--- src/rtl/burst_seq_pkg.sv ---
package burst_seq_pkg;
  localparam int unsigned DEF_OFS_W = 2;
  localparam int unsigned DEF_NUM_STB = 2;

  typedef enum logic {
    ORDER_LINEAR     = 1'b0,
    ORDER_INTERLEAVE = 1'b1
  } burst_order_e;
endpackage

--- src/rtl/burst_load_ctrl.sv ---
module burst_load_ctrl #(
  parameter int unsigned NUM_STB = burst_seq_pkg::DEF_NUM_STB
) (
  input  logic [NUM_STB-1:0] strobe_i,
  input  logic               adv_n_i,
  output logic               load_evt_o,
  output logic               step_evt_o
);
  logic [NUM_STB:0] any_chain;

  assign any_chain[0] = 1'b0;
  for (genvar g = 0; g < NUM_STB; g++) begin : g_stb
    assign any_chain[g+1] = any_chain[g] | strobe_i[g];
  end

  assign load_evt_o = any_chain[NUM_STB];
  // a load wins over an advance in the same cycle
  assign step_evt_o = !adv_n_i && !load_evt_o;
endmodule

--- src/rtl/burst_start_reg.sv ---
module burst_start_reg #(
  parameter int unsigned OFS_W = burst_seq_pkg::DEF_OFS_W
) (
  input  logic             clk,
  input  logic             rst_n,
  input  logic             load_evt_i,
  input  logic [OFS_W-1:0] start_i,
  output logic [OFS_W-1:0] start_q_o
);
  always_ff @(posedge clk or negedge rst_n) begin
    if (!rst_n)          start_q_o <= '0;
    else if (load_evt_i) start_q_o <= start_i;
  end
endmodule

--- src/rtl/burst_beat_ctr.sv ---
module burst_beat_ctr #(
  parameter int unsigned OFS_W = burst_seq_pkg::DEF_OFS_W
) (
  input  logic             clk,
  input  logic             rst_n,
  input  logic             load_evt_i,
  input  logic             step_evt_i,
  output logic [OFS_W-1:0] beat_q_o
);
  function automatic logic [OFS_W-1:0] wrap_inc(input logic [OFS_W-1:0] v);
    return v + 1'b1;
  endfunction

  always_ff @(posedge clk or negedge rst_n) begin
    if (!rst_n)          beat_q_o <= '0;
    else if (load_evt_i) beat_q_o <= '0;
    else if (step_evt_i) beat_q_o <= wrap_inc(beat_q_o);
  end

  a_r6_beat_inc: assert property (@(posedge clk) disable iff (!rst_n)
    step_evt_i |=> beat_q_o == $past(beat_q_o) + 1'b1);
endmodule

--- src/rtl/burst_offset_map.sv ---
module burst_offset_map #(
  parameter int unsigned OFS_W = burst_seq_pkg::DEF_OFS_W
) (
  input  logic [OFS_W-1:0] start_q_i,
  input  logic [OFS_W-1:0] beat_q_i,
  input  logic             order_sel_i,
  output logic [OFS_W-1:0] offset_o
);
  import burst_seq_pkg::*;

  function automatic logic [OFS_W-1:0] linear_ofs(input logic [OFS_W-1:0] s,
                                                  input logic [OFS_W-1:0] b);
    return s + b;
  endfunction

  function automatic logic [OFS_W-1:0] interleave_ofs(input logic [OFS_W-1:0] s,
                                                      input logic [OFS_W-1:0] b);
    return s ^ b;
  endfunction

  burst_order_e order;
  logic [OFS_W-1:0] lin_ofs, ilv_ofs;

  assign order   = burst_order_e'(order_sel_i);
  assign lin_ofs = linear_ofs(start_q_i, beat_q_i);
  assign ilv_ofs = interleave_ofs(start_q_i, beat_q_i);

  always_comb begin
    unique case (order)
      ORDER_INTERLEAVE: offset_o = ilv_ofs;
      default:          offset_o = lin_ofs;
    endcase
  end
endmodule

--- src/rtl/burst_addr_seq.sv ---
module burst_addr_seq #(
  parameter int unsigned OFS_W   = burst_seq_pkg::DEF_OFS_W,
  parameter int unsigned NUM_STB = burst_seq_pkg::DEF_NUM_STB
) (
  input  logic               clk,
  input  logic               rst_n,
  input  logic [NUM_STB-1:0] strobe_i,
  input  logic [OFS_W-1:0]   start_i,
  input  logic               adv_n_i,
  input  logic               order_sel_i,
  output logic [OFS_W-1:0]   offset_o,
  output logic [OFS_W-1:0]   beat_o
);
  logic             load_evt;
  logic             step_evt;
  logic [OFS_W-1:0] start_q;
  logic [OFS_W-1:0] beat_q;

  burst_load_ctrl #(.NUM_STB(NUM_STB)) u_load (
    .strobe_i   (strobe_i),
    .adv_n_i    (adv_n_i),
    .load_evt_o (load_evt),
    .step_evt_o (step_evt)
  );

  burst_start_reg #(.OFS_W(OFS_W)) u_start (
    .clk        (clk),
    .rst_n      (rst_n),
    .load_evt_i (load_evt),
    .start_i    (start_i),
    .start_q_o  (start_q)
  );

  burst_beat_ctr #(.OFS_W(OFS_W)) u_beat (
    .clk        (clk),
    .rst_n      (rst_n),
    .load_evt_i (load_evt),
    .step_evt_i (step_evt),
    .beat_q_o   (beat_q)
  );

  burst_offset_map #(.OFS_W(OFS_W)) u_map (
    .start_q_i   (start_q),
    .beat_q_i    (beat_q),
    .order_sel_i (order_sel_i),
    .offset_o    (offset_o)
  );

  assign beat_o = beat_q;

  always_comb begin
    if (!rst_n) begin
      a_r1_reset_zero: assert (offset_o == '0 && beat_o == '0);
    end
  end

  // any strobe loads the start and clears the beat
  a_r2_load_start: assert property (@(posedge clk) disable iff (!rst_n)
    (|strobe_i) |=> (offset_o == $past(start_i) && beat_o == '0));

  a_r3_linear_step: assert property (@(posedge clk) disable iff (!rst_n)
    (!(|strobe_i) && !adv_n_i && !order_sel_i) |=>
      (order_sel_i || offset_o == $past(offset_o) + 1'b1));

  a_r4_interleave_link: assert property (@(posedge clk) disable iff (!rst_n)
    (!(|strobe_i) && order_sel_i) |=>
      (!order_sel_i || $stable(offset_o ^ beat_o)));

  a_r5_suspend_hold: assert property (@(posedge clk) disable iff (!rst_n)
    (!(|strobe_i) && adv_n_i) |=>
      ((order_sel_i != $past(order_sel_i)) || ($stable(offset_o) && $stable(beat_o))));
endmodule

--- config.mk ---
export PLATFORM = sky130hd
export DESIGN_NAME = burst_addr_seq
export DESIGN_NICKNAME = d
export VERILOG_FILES = /design/src/rtl/burst_seq_pkg.sv /design/src/rtl/burst_load_ctrl.sv /design/src/rtl/burst_start_reg.sv /design/src/rtl/burst_beat_ctr.sv /design/src/rtl/burst_offset_map.sv /design/src/rtl/burst_addr_seq.sv
export SDC_FILE = /design/constraint.sdc
export NUM_CORES = 1
export LEC_CHECK = 0
export CAP_MARGIN = 20
export CORE_AREA = 2 2 39 41
export CTS_BUF_LIST = sky130_fd_sc_hd__clkbuf_2
export DETAILED_ROUTE_END_ITERATION = 12
export DIE_AREA = 0 0 41 43
export SYNTH_ARGS = -nofsm -noshare
export SYNTH_HDL_FRONTEND = slang
export SYNTH_SLANG_ARGS = --single-unit
--- constraint.sdc ---
create_clock -name clk -period 1.6 [get_ports clk]
set_clock_uncertainty 0.05 [all_clocks]
set_input_delay 0.16 -clock clk [delete_from_list [all_inputs] [get_ports clk]]
set_output_delay 0.16 -clock clk [all_outputs]
set_load 0.02 [all_outputs]
Word level (Yosys, flattened, before mapping). Cells that the tools add are included.

Register bits after elaboration: 4.

Add/subtract/negate cells: 2. Multiplexer cells: 3. Bitwise gates (word level): 2. Reductions and logical operators: 4.

Operators with widths (count): $mux 2 (3); $add 2x1->2 const B (1); $add 2x2->2 (1); $logic_not 1->1 (2); $reduce_bool 2->1 (1); $xor 2x2->2 (1); $logic_and 1x1->1 (1); $or 1x1->1 (1).

Depth between registers and ports, before layout.
Depth in word-level cells: 5. Depth in mapped cells: 3. Mapped depth without buffers: 3.

Modules after synthesis. A second synthesis with hierarchy kept.

Cells, all modules: 17. Area total of the unflattened synthesis: 209.0 µm².

By module, submodules not included: burst_beat_ctr (instances 1, cells each 7, area an instance 88.8 µm², sequential area each 50.0 µm²); burst_start_reg (instances 1, cells each 4, area an instance 72.6 µm², sequential area each 50.0 µm²); burst_offset_map (instances 1, cells each 4, area an instance 36.3 µm², sequential area each 0.0 µm²); burst_load_ctrl (instances 1, cells each 2, area an instance 11.3 µm², sequential area each 0.0 µm²).

Worst setup path after synthesis. Ideal clock, no wire load.

Path type: register -> output. Start: register u_beat.beat_q_o[0]. End: output offset_o[1]. Arrival: 1176 ps. Slack: 214 ps. Cell stages (with the launch flop): 4. Cells stage by stage: dfrtp_1 > ha_1 > nor2b_1 > xnor2_1.

Longest elaborated chain between the ends: 2.

Ends and longest elaborated chain: start: declaration (RTL line burst_beat_ctr.sv:8) `output logic [OFS_W-1:0] beat_q_o`; start signal: assignment (RTL line burst_beat_ctr.sv:17) `else if (step_evt_i) beat_q_o <= wrap_inc(beat_q_o);`; $add 2x2->2 (RTL line burst_offset_map.sv:13) `return s + b;`; $mux 2 (RTL line burst_offset_map.sv:29) `unique case (order)`; end: declaration (RTL line burst_addr_seq.sv:11) `output logic [OFS_W-1:0] offset_o,`.

Every way passes these cells.

Worst setup path in the final report.
Start: register u_beat.beat_q_o[1]. End: output beat_o[1].

RTL lines: end: declaration (RTL line burst_addr_seq.sv:12) `output logic [OFS_W-1:0] beat_o`.

No word-level cell between the ends.

==> metrics.cfg <==
[outcome]
status = finished clean

[pwr]
p_total_uw = 269
combPwrFrac_pct = 24.0
p_sw_uw = 73.9
p_sw_share_pct = 27.4
p_seq_share_pct = 41.3
powerDensity_nw_per_um2 = 750
p_clk_share_pct = 34.8
internal_power_uw = 196
power_leakage_nw = 0.151
irDropWorstVdd_v = 0.000319

[detailed_routing]
drt-total-wl_um = 442
highest_layer = met3
vias = 176
met3_wirelength_um = 86
wire_per_inst_um = 9.21
drtPass1Iterations = 2
wl_met1_um = 207
wl_met2_um = 149
antenna_left = 0
detail_route.vias_per_cell = 3.67
drt-initial-drc-count = 2
drc_errors = 0

[cts]
tritoncts = yes
clock_sinks = 4
clkSlewWorstSetupHoldPaths_ns = 0.05
ctsHoldBuffers = 0
cts.htree.levels = 1
insertion_delay_ns = 0.20
post_cts_resized = 2
clock_path_buffers = 2
postCtsSetupBuffers = 0
cts_root_buf = clkbuf_2
cts_buffers = 3

[die]
coreArea_um2 = 1380
die_area_um2 = 1760
die_h_um = 43
pin_count = 12
initial_utilization_pct = 14.8
row_count = 14
fp.dieW_um = 41

[synth]
yosys.area_share.simple_pct = 21.3
synth-seq-cells = 4
synthMuxAreaShare_pct = 11.0
synth_compound_area_share_pct = 0
synth_cells = 16
yosys_warnings = 0
synth_area_per_cell_um2 = 12.8
netlist_area_um2 = 205
ys_types = 10
synth_seq_area_share_pct = 48.8
synth_nets = 25
synthXorXnorAreaFrac_pct = 12.8
synth_top_family_by_area = simple AND/OR/NAND/NOR gates
synthAdderAreaFrac_pct = 6.10

[placement]
place_ws_ns = -0.0468
port_buffers = 11
place_congestion = 0.707
hpwlAfterDp_um = 363

[timing]
tns_ns = 0
slew_viol_final = 0
tightest_slew_ns = 0.216
maxSlewHeadroom_pct = 85.5
finalHoldViolations = 0
setup_violations = 0
layout_min_cycle_time_ns = 1.48
whs_ns = 0.0988
worst_slack_ns = 0.123
fmax_ghz = 0.677
min_period_over_period_pct = 92.3
rsz0062_at_grt = false

[global_route]
first_global_vias = 190
gr-usage-all-layers_pct = 7.04
grt.overflow.total = 0
grt_max_degree = 5
antenna_found_initial = 0
grt_pass1_wl_um = 779

[final_layout]
nets = 43
num_antenna_cells = 0
final_common_cell = clkdlybuf4s50_1
post_route_cells_drive_above_1_share_pct = 31.3
syn_to_final_growth_pct = 75.0
layout_common_cells = clkdlybuf4s50_1 (9), clkbuf_2 (4), dfrtp_1 (4)
layout.filler_cells = 153

[setup_path]
cp_cell_sequence = buf_4 > clkdlybuf4s50_1
cp-start-kind = flip-flop
critPathMaxFanout = 2
slowest_stage = clkdlybuf4s50_1
crit_path_max_incr_delay_ns = 0.59
critPathKind = flip-flop to output port
cp.arrival_ns = 1.27
critPathCaptureType = output port
worstPathRequired_ns = 1.39

[job]
drv_cap = 0

[min_path]
hold_path.class = input port to async pin

[cell usage after synthesis (all sizes together)]
master / n / area share (%)
dfrtp: 4 / 49
xnor2: 3 / 13
mux2: 2 / 11
nor2b: 2 / 9.8
and2b: 1 / 4.3
ha: 1 / 6.1
nor2: 1 / 1.8
nor3: 1 / 2.4
nor4: 1 / 3.1
[worst paths after layout]
path	from	to	slack, ns	depth (start not counted)
min in group clk	u_start.start_q_o[0]$_DFFE_PN0N_	u_start.start_q_o[0]$_DFFE_PN0N_	0.47	1
worst max-delay path	u_beat.beat_q_o[1]$_DFFE_PN0P_	beat_o[1]	0.12	2
worst min-delay path	rst_n	u_beat.beat_q_o[1]$_DFFE_PN0P_	0.1	1
max in group asynchronous	rst_n	u_start.start_q_o[0]$_DFFE_PN0N_	1.23	1
worst max register to register	u_beat.beat_q_o[0]$_DFFE_PN0P_	u_beat.beat_q_o[1]$_DFFE_PN0P_	0.59	4
worst min register to register	u_start.start_q_o[0]$_DFFE_PN0N_	u_start.start_q_o[0]$_DFFE_PN0N_	0.47	1
[critical path: cells and delay by family, from the launching register on]
kind / cells / cell delay (ns)
buffers and inverters: 2 / 0.71
DFF: 1 / 0.35
[through the flow]
step	utilization (%)	cell area [um^2]	std cells
floorplan	-	205	16
global placement	25.3	350	45
detailed placement	25.3	350	45
CTS	26.2	363	48
global route	25.9	359	48
finish	25.9	359	48
[final cells by class]
class | count | area (um^2) | area share [%]
Timing Repair Buffer | 13 | 119 | 33.1
Multi-Input combinational cell | 12 | 105 | 29.3
Sequential cell | 4 | 100 | 27.9
Tap cell | 16 | 20.0 | 5.57
Clock buffer | 3 | 15.0 | 4.18
[routing by layer]
| metal | global-route usage, % | vias up |
|---|---|---|
| met2 | 8.13 | 14 |
| met1 | 9.03 | 76 |
| li1 | - | 86 |
| met5 | 0 | - |
| met4 | 2.00 | 0 |
| met3 | 6.81 | 0 |
[cells by family (layout without fill, tap and decap cells)]
kind of cell,after synthesis,after routing
simple gates,6,6
flops,4,4
xor+xnor,3,3
mux,2,2
fa+ha+maj,1,1
buf+inv,0,16
[power groups by stage]
stage          registers [mW]  clock network (mW)  logic, mW
3_5_place_dp            0.113                   0     0.0707
2_1_floorplan           0.114                   0     0.0284
5_1_grt                 0.112               0.108     0.0714
3_3_place_gp            0.112                   0     0.0710
4_1_cts                 0.111               0.102     0.0663
6_report                0.111              0.0936     0.0646
[registers in the layout, summed over array words and instances, names as in the netlist]
| register | cells |
|---|---|
| u_beat.beat_q_o | 2 |
| u_start.start_q_o | 2 |
Note: power is estimated with default switching activity, not from simulation.
